--- src/rtl/adc_port_pkg.sv ---
package adc_port_pkg;

    typedef enum logic [1:0] {
        MODE_RUN   = 2'b00,
        MODE_LIGHT = 2'b01,
        MODE_DEEP  = 2'b10
    } pwr_mode_e;

endpackage

--- src/rtl/adc_port_edge.sv ---
module adc_port_edge #(
    parameter logic RESET_VAL = 1'b0
) (
    input  logic clk,
    input  logic rst_n,
    input  logic din,
    output logic rise,
    output logic fall
);
    logic prev_d, prev_q;

    always_comb begin
        prev_d = din;
        rise   = din & ~prev_q;
        fall   = ~din & prev_q;
    end

    always_ff @(posedge clk or negedge rst_n) begin
        if (!rst_n) prev_q <= RESET_VAL;
        else        prev_q <= prev_d;
    end
endmodule

--- src/rtl/adc_port_fmt.sv ---
module adc_port_fmt #(
    parameter int DATA_W = 12
) (
    input  logic [DATA_W-1:0] raw,
    input  logic              bipolar,
    output logic [DATA_W-1:0] code
);
    always_comb begin
        code             = raw;
        code[DATA_W-1]   = raw[DATA_W-1] ^ bipolar;
    end
endmodule

--- src/rtl/adc_port_ctrl.sv ---
module adc_port_ctrl #(
    parameter int DATA_W    = 12,
    parameter int FRAME_LEN = 16,
    parameter int LEAD      = 2,
    parameter int PD_MIN    = 3,
    parameter int EXIT_MIN  = 14
) (
    input  logic              clk,
    input  logic              rst_n,
    input  logic              cnvst_n,
    input  logic              sclk,
    input  logic [DATA_W-1:0] sample,
    input  logic              bipolar,
    output logic              sdo,
    output logic              sdo_oe,
    output logic              hold,
    output logic [1:0]        mode
);
    import adc_port_pkg::*;

    localparam int CNT_W = $clog2(FRAME_LEN + 1);
    localparam int TAIL  = FRAME_LEN - LEAD - DATA_W;
    localparam logic [CNT_W-1:0] CNT_MAX   = CNT_W'(FRAME_LEN);
    localparam logic [CNT_W-1:0] LAST_FALL = CNT_W'(FRAME_LEN - 1);
    localparam logic [CNT_W-1:0] PD_LO     = CNT_W'(PD_MIN);
    localparam logic [CNT_W-1:0] EXIT_LO   = CNT_W'(EXIT_MIN);

    typedef struct packed {
        pwr_mode_e              mode;
        logic                   in_frame;
        logic [CNT_W-1:0]       rise_cnt;
        logic [CNT_W-1:0]       fall_cnt;
        logic [FRAME_LEN-1:0]   shift;
        logic                   oe;
        logic                   hold;
        logic                   rel;
    } port_state_t;

    port_state_t s_d, s_q;

    logic cnv_rise, cnv_fall, sclk_rise, sclk_fall;
    logic [DATA_W-1:0] code;

    adc_port_edge #(.RESET_VAL(1'b1)) u_cnv_edge (
        .clk(clk), .rst_n(rst_n), .din(cnvst_n), .rise(cnv_rise), .fall(cnv_fall)
    );

    adc_port_edge #(.RESET_VAL(1'b0)) u_sclk_edge (
        .clk(clk), .rst_n(rst_n), .din(sclk), .rise(sclk_rise), .fall(sclk_fall)
    );

    adc_port_fmt #(.DATA_W(DATA_W)) u_fmt (
        .raw(sample), .bipolar(bipolar), .code(code)
    );

    always_comb begin
        s_d = s_q;
        if (cnv_fall) begin
            s_d.in_frame = 1'b1;
            s_d.rise_cnt = '0;
            s_d.fall_cnt = '0;
            s_d.rel      = 1'b0;
            if (s_q.mode == MODE_RUN) begin
                s_d.oe    = 1'b1;
                s_d.hold  = 1'b1;
                s_d.shift = FRAME_LEN'(code) << TAIL;
            end else begin
                s_d.oe    = 1'b0;
                s_d.hold  = 1'b0;
            end
        end else begin
            if (sclk_rise) begin
                if (s_q.rel) begin
                    s_d.oe  = 1'b0;
                    s_d.rel = 1'b0;
                end
                if (s_q.in_frame && s_q.rise_cnt != CNT_MAX)
                    s_d.rise_cnt = s_q.rise_cnt + 1'b1;
            end
            if (sclk_fall && s_q.in_frame && s_q.fall_cnt != CNT_MAX) begin
                s_d.shift    = s_q.shift << 1;
                s_d.fall_cnt = s_q.fall_cnt + 1'b1;
                if (s_q.fall_cnt == LAST_FALL) begin
                    s_d.hold = 1'b0;
                    if (!cnvst_n) s_d.rel = s_q.oe;
                    else          s_d.in_frame = 1'b0;
                end
            end
            if (cnv_rise) begin
                if (s_q.in_frame) begin
                    if (s_q.rise_cnt < PD_LO) begin
                        s_d.oe = 1'b0; s_d.hold = 1'b0;
                        s_d.in_frame = 1'b0; s_d.rel = 1'b0;
                    end else if (s_q.rise_cnt < EXIT_LO) begin
                        s_d.oe = 1'b0; s_d.hold = 1'b0;
                        s_d.in_frame = 1'b0; s_d.rel = 1'b0;
                        s_d.mode = (s_q.mode == MODE_RUN) ? MODE_LIGHT : MODE_DEEP;
                    end else if (s_q.mode != MODE_RUN) begin
                        s_d.mode = MODE_RUN;
                        s_d.in_frame = 1'b0;
                    end else if (s_q.fall_cnt == CNT_MAX) begin
                        s_d.oe = 1'b0;
                        s_d.in_frame = 1'b0;
                        s_d.rel = 1'b0;
                    end
                end else if (s_q.rel) begin
                    s_d.oe  = 1'b0;
                    s_d.rel = 1'b0;
                end
            end
        end
    end

    always_ff @(posedge clk or negedge rst_n) begin
        if (!rst_n) begin
            s_q.mode     <= MODE_RUN;
            s_q.in_frame <= 1'b0;
            s_q.rise_cnt <= '0;
            s_q.fall_cnt <= '0;
            s_q.shift    <= '0;
            s_q.oe       <= 1'b0;
            s_q.hold     <= 1'b0;
            s_q.rel      <= 1'b0;
        end else begin
            s_q <= s_d;
        end
    end

    assign sdo    = s_q.oe & s_q.shift[FRAME_LEN-1];
    assign sdo_oe = s_q.oe;
    assign hold   = s_q.hold;
    assign mode   = s_q.mode;
endmodule

--- config.mk ---
export PLATFORM = sky130hd
export DESIGN_NAME = adc_port_ctrl
export DESIGN_NICKNAME = d
export VERILOG_FILES = /design/src/rtl/adc_port_pkg.sv /design/src/rtl/adc_port_edge.sv /design/src/rtl/adc_port_fmt.sv /design/src/rtl/adc_port_ctrl.sv
export SDC_FILE = /design/constraint.sdc
export NUM_CORES = 1
export LEC_CHECK = 0
export BUFFER_PORTS_ARGS = -buffer_cell sky130_fd_sc_hd__clkbuf_2
export CORE_ASPECT_RATIO = 0.9
export CORE_MARGIN = 2
export CORE_UTILIZATION = 57
export DETAILED_ROUTE_END_ITERATION = 6
export PLACE_DENSITY = 0.9
export SETUP_SLACK_MARGIN = 0.05
export SLEW_MARGIN = 10
export SYNTH_ARGS = -nofsm -noshare
export SYNTH_HDL_FRONTEND = slang
export SYNTH_SLANG_ARGS = --single-unit
--- constraint.sdc ---
create_clock -name clk -period 2.1 [get_ports clk]
set_input_delay 0.315 -clock clk [delete_from_list [all_inputs] [get_ports clk]]
set_output_delay 0.315 -clock clk [all_outputs]
set_load 0.02 [all_outputs]
# [Word-level counts from Yosys, hierarchy flattened]
# Index checks and enable logic that the tools add are counted.
[op_classes] n_mux=37 n_addsub=2 mul=0 div=0 n_eq_ne=5 reduce_logical=12 magnitude_cmp=2 shifts=0 bitwise=12
[op_table] op="30-bit 2-to-1 mux" count=1
[op_table] op="1-bit 2-to-1 mux" count=24
[op_table] op="21-bit 2-to-1 mux" count=1
[op_table] op="16-bit 2-to-1 mux" count=1
[op_table] op="5-bit by 1-bit adder with 5-bit output (second input constant)" count=2
[op_table] op="2-bit 2-to-1 mux" count=5
[op_table] op="5-bit 2-to-1 mux" count=2
[op_table] op="5-bit inequality test (second input constant)" count=2
[op_table] op="2-bit nonzero test" count=5
[op_table] op="3-bit 2-to-1 mux" count=3
[op_table] op="1-bit NOT" count=6
[op_table] op="1-bit AND" count=5
[op_table] op="5-bit by 4-bit equality test with 1-bit output (second input constant)" count=1
[op_table] op="5-bit equality test (second input constant)" count=1
[op_table] op="5-bit by 2-bit less-than comparator with 1-bit output (second input constant)" count=1
[op_table] op="5-bit by 4-bit less-than comparator with 1-bit output (second input constant)" count=1
[op_table] op="5-bit AND reduction" count=1
[op_table] op="2-bit AND reduction" count=2
[op_table] op="1-bit logical AND" count=3
[op_table] op="2-bit logical NOT" count=1
[op_table] op="2-bit by 1-bit inequality test with 1-bit output (second input constant)" count=1
[op_table] op="1-bit XOR" count=1
[word_totals] out_inout_bits=5 ram_bits=0 wordCells=80 mem_count=0 in_bits=17 romBits=0 latch_bits=0 regBits=34

# [Longest topological paths before layout]
[depth] word_depth=13 depth_mapped=7 ltp_nobuf=6

# [By module]
# From an unflattened synthesis, not the netlist that was laid out.
[hier_totals] cells_unflattened=184 area_unflattened_um2=1851.8
[modules_own_cells] module="adc_port_ctrl" cells_each=166 area_each_um2=1679.1 seq_area_each_um2=750.7 n_inst=1
[modules_own_cells] module="adc_port_fmt" cells_each=12 area_each_um2=91.3 seq_area_each_um2=0.0 n_inst=1
[modules_own_cells] module="adc_port_edge (u_cnv_edge)" cells_each=3 area_each_um2=41.3 seq_area_each_um2=26.3 n_inst=1
[modules_own_cells] module="adc_port_edge (u_sclk_edge)" cells_each=3 area_each_um2=40.0 seq_area_each_um2=25.0 n_inst=1

# [Least setup slack after synthesis]
# No wires, ideal clock.
[synth_timing] path_type="reg-to-reg" from="register s_q[19] in the netlist's numbering" to="register s_q[16] in the netlist's numbering" slack_ns=0.438 arrival_time_ns=1.537 setup_ns=0.125 required_ns=1.975 path_stages_with_launch=6 n_path_buf=0 synth_period_minus_slack_ns=1.662 path_cell_list="dfrtp_1 inv_1 ha_1 and4bb_1 o31ai_4 mux2_2"
[synth_via] elab_chain_cells=4
[synth_lines] element="from (decl)" line_no="adc_port_ctrl.sv:39" source="port_state_t s_d, s_q;"
[synth_lines] element="5-bit inequality test" line_no="adc_port_ctrl.sv:80" source="if (sclk_fall && s_q.in_frame && s_q.fall_cnt != CNT_MAX) begin"
[synth_lines] element="1-bit logical AND" line_no="adc_port_ctrl.sv:80"
[synth_lines] element="2-bit nonzero test (no line)"
[synth_lines] element="2-bit AND reduction (no line)"
# No other way between the ends.
# A chain may end at the register's enable or synchronous reset.

# [Final worst setup path]
[layout_timing] from="register s_q[19] in the netlist's numbering" to="register s_q[14] in the netlist's numbering"
# Same word-level chain as after synthesis.

==> impl_metrics.toml <==
[run_status]
status = "finished clean"

[route]
count_of_tritonroute_iterations_in_the_first_routing_pass = 5
residual_antenna_violating_net_count_after_detailed_routing = 0
post_drt_via_cell_ratio = 5.72
drt_iter0_drc = 54
detailroute.via_count = 1344
postRouteWirelength_mm = 3.52
post-route-drc-count = 0
wire_per_inst_um = 15.0

[clocking]
htreeDepth = 2
max-clock-path-buffers = 2
clkSinkCount = 32
cts_root_buffer = "clkbuf_4"
cts_tree = "done"
clock_latency_ns = 0.34
ctsHoldBuffers = 0
clock_input_transition_at_the_sequential_cells_of_the_worst_setup_and_hold_paths_ns = 0.10
cts_resized = 0
post-cts-setup-buffer-count = 0
numCtsBuffers = 5

[sta]
grt_setup_unrepaired = "false"
final-hold-violation-count = 0
finalSetupViolCount = 0
final_worst_path_cycle_share_pct = 90.7
setup_tns_ns = 0
layout_min_cycle_time_ns = 1.90
tightest_slew_ns = 0.807
slew_violations = 0
slew_headroom_pct = 46.2
max_freq_ghz = 0.525
skew_ns = 0.00805

[yosys]
yosys-top-cells-area = "dfrtp_1 (45%), a31oi_2 (7.3%), nor2_1 (5.3%)"
synthDistinctLibCells = 42
yosys_register_bits = 32
yosysSeqAreaShare_pct = 46.8
postSynthNetCount = 193
asyncSetResetFlopFracSynth_pct = 100
yosysTopAreaCell = "dfrtp_1"
cell_with_the_most_instances_after_synthesis = "dfrtp_1"
syn-instance-count = 171
synth_area_per_cell_um2 = 10.0
synth-warning-count = 0
synthDominantCellAreaShare_pct = 45.3
synth.cells.most_frequent = "dfrtp_1 (31), nor2_1 (24), nand2_1 (23), a31oi_2 (10), a21oi_1 (9)"
post_syn_area_um2 = 1710
synth_enable_flop_cells = 0
synth_flop_cell = "dfrtp_1"

[worst_setup_path]
path_class = "reg -> reg"
cp-end-kind = "register"
critical_path_peak_fanout = 20
worst_ep_required_time_ns = 2.36
startpoint_class_of_the_critical_path = "register"
critPathArrivalTime_ns = 2.17

[floorplan]
die_w_um = 61.8
io-pin-count = 22
core_area_um2 = 2820
die_area_um2 = 3460
initial_utilization_pct = 60.9
floorplan.die.height_um = 56.0
std_cell_rows = 18

[job]
drv.max_cap_violation_count = 0

[pwr]
power_per_cell_area_nw_per_um2 = 766
power_frac_seq_pct = 53.4
max-vdd-ir-drop_mv = 0.458
leakage_power_nw = 0.852
comb_power_share_pct = 21.0
switching_fraction_of_total_power_pct = 30.7
power_frac_clock_pct = 25.6
power.net_switching_w = 0.000444
cell_int_power_w = 0.00100

[global_route]
grt_antenna_before_repair = 0
grt_pass1_vias = 1375
globalRouteOverflowTotal = 0
grt_max_degree = 33
globalRouteTotalUtil_pct = 22.6
grt_first_pass_wirelength_mm = 5.89

[placed_design]
io_buf_count = 21
dp_cells = 227
detailed_place_hpwl_mm = 2.49
globalplace.congestion = 0.773
post_dp_cell_area_um2 = 1830

[final_layout]
diodes = 0
final_design_area_no_fill_um2 = 1890
drive_above_1_share_pct = 23.1
areaGrowthSynthToFinish_pct = 10.1
final_net_count = 216
instances_no_fill = 235

[worst_hold_path]
worst_hold_path_type = "in -> async"
[kinds of logic (layout without fill, tap and decap cells)]
kind of cell	count (synthesis)	count (layout)	synth area share, %
buf+inv	16	40	5.62
xor+xnor	8	8	4.09
simple gates	72	72	20.4
fa+ha+maj	5	5	3.65
compound gates	36	36	18.2
mux	2	2	1.24
flops	32	32	46.8
[routing by layer]
layer | track usage, % | routed length, um | up-vias
met5 | 0 | 0 | -
met4 | 9.73 | 31 | 0
li1 | - | - | 649
met1 | 29.4 | 1500 | 640
met2 | 35.3 | 1770 | 51
met3 | 5.35 | 211 | 4
[final timing paths]
path | startpoint | to | slack, ns | cells past startpoint
worst max-delay path | s_q[19]$_DFFE_PN0P_ | s_q[14]$_DFFE_PN0P_ | 0.20 | 7
worst min-delay path | rst_n | s_q[26]$_DFFE_PN0P_ | 0.05 | 1
worst min register to register | s_q[18]$_DFFE_PN0P_ | s_q[18]$_DFFE_PN0P_ | 0.52 | 1
min in group clk | sclk | u_sclk_edge.prev_q$_DFF_PN0_ | 0.13 | 1
worst max register to register | s_q[19]$_DFFE_PN0P_ | s_q[14]$_DFFE_PN0P_ | 0.20 | 7
max in group asynchronous | rst_n | s_q[9]$_DFFE_PN0P_ | 1.54 | 1
[through the flow]
| step | setup slack [ns] | total power [W] | util (%) | hold WS, ns |
|---|---|---|---|---|
| floorplan | 0.438 | 0.00101 | - | 0.0194 |
| global placement | 0.329 | 0.00106 | 65.0 | 0.422 |
| detailed placement | 0.226 | 0.00109 | 65.0 | 0.428 |
| CTS | 0.190 | 0.00146 | 67.1 | 0.0547 |
| global route | 0.120 | 0.00154 | 67.1 | 0.107 |
| finish | 0.195 | 0.00145 | 67.1 | 0.0482 |
[state kept, by name (all words and copies together), names as in the netlist]
name and cells:
s_q 26, u_sclk_edge.prev_q 1, hold 1, u_cnv_edge.prev_q 1, sdo_oe 1, mode 2
[area by class of cell]
type                       instances  area (um^2)
multi-input combinational        123          816
clock buffer                       8         58.8
tap                               40         50.0
inverter                           7         26.3
fill                             219          927
sequential                        32          802
timing repair buffer              25          135
[power groups by stage]
stage	registers [W]	logic, W	clock network (W)
floorplan	0.000771	0.000236	0
global placement	0.000776	0.000284	0
detailed placement	0.000784	0.000306	0
CTS	0.000772	0.000308	0.000381
global route	0.000784	0.000342	0.000412
finish	0.000772	0.000304	0.000371
[critical path, cell delays in order (launching register included)]
cell and delay (ns):
dfrtp_1 0.44, inv_1 0.07, ha_1 0.21, and4bb_1 0.29
o31ai_4 0.26, buf_4 0.30, nor2_1 0.09, a31oi_2 0.16
[cell usage in the layout (no fill, tap or decap), types with 3 or more instances in the layout]
cell,count
ha_1,5
xor2_1,5
nor2_1,24
dfrtp_1,31
nand4_1,3
nand2_1,23
xnor2_1,3
clkbuf_2,21
nand3_1,3
inv_1,7
clkbuf_4,5
o21ai_0,5
a31oi_2,10
buf_4,4
a21oi_1,9
nor3_1,5
(Power assumes the default switching activity.)
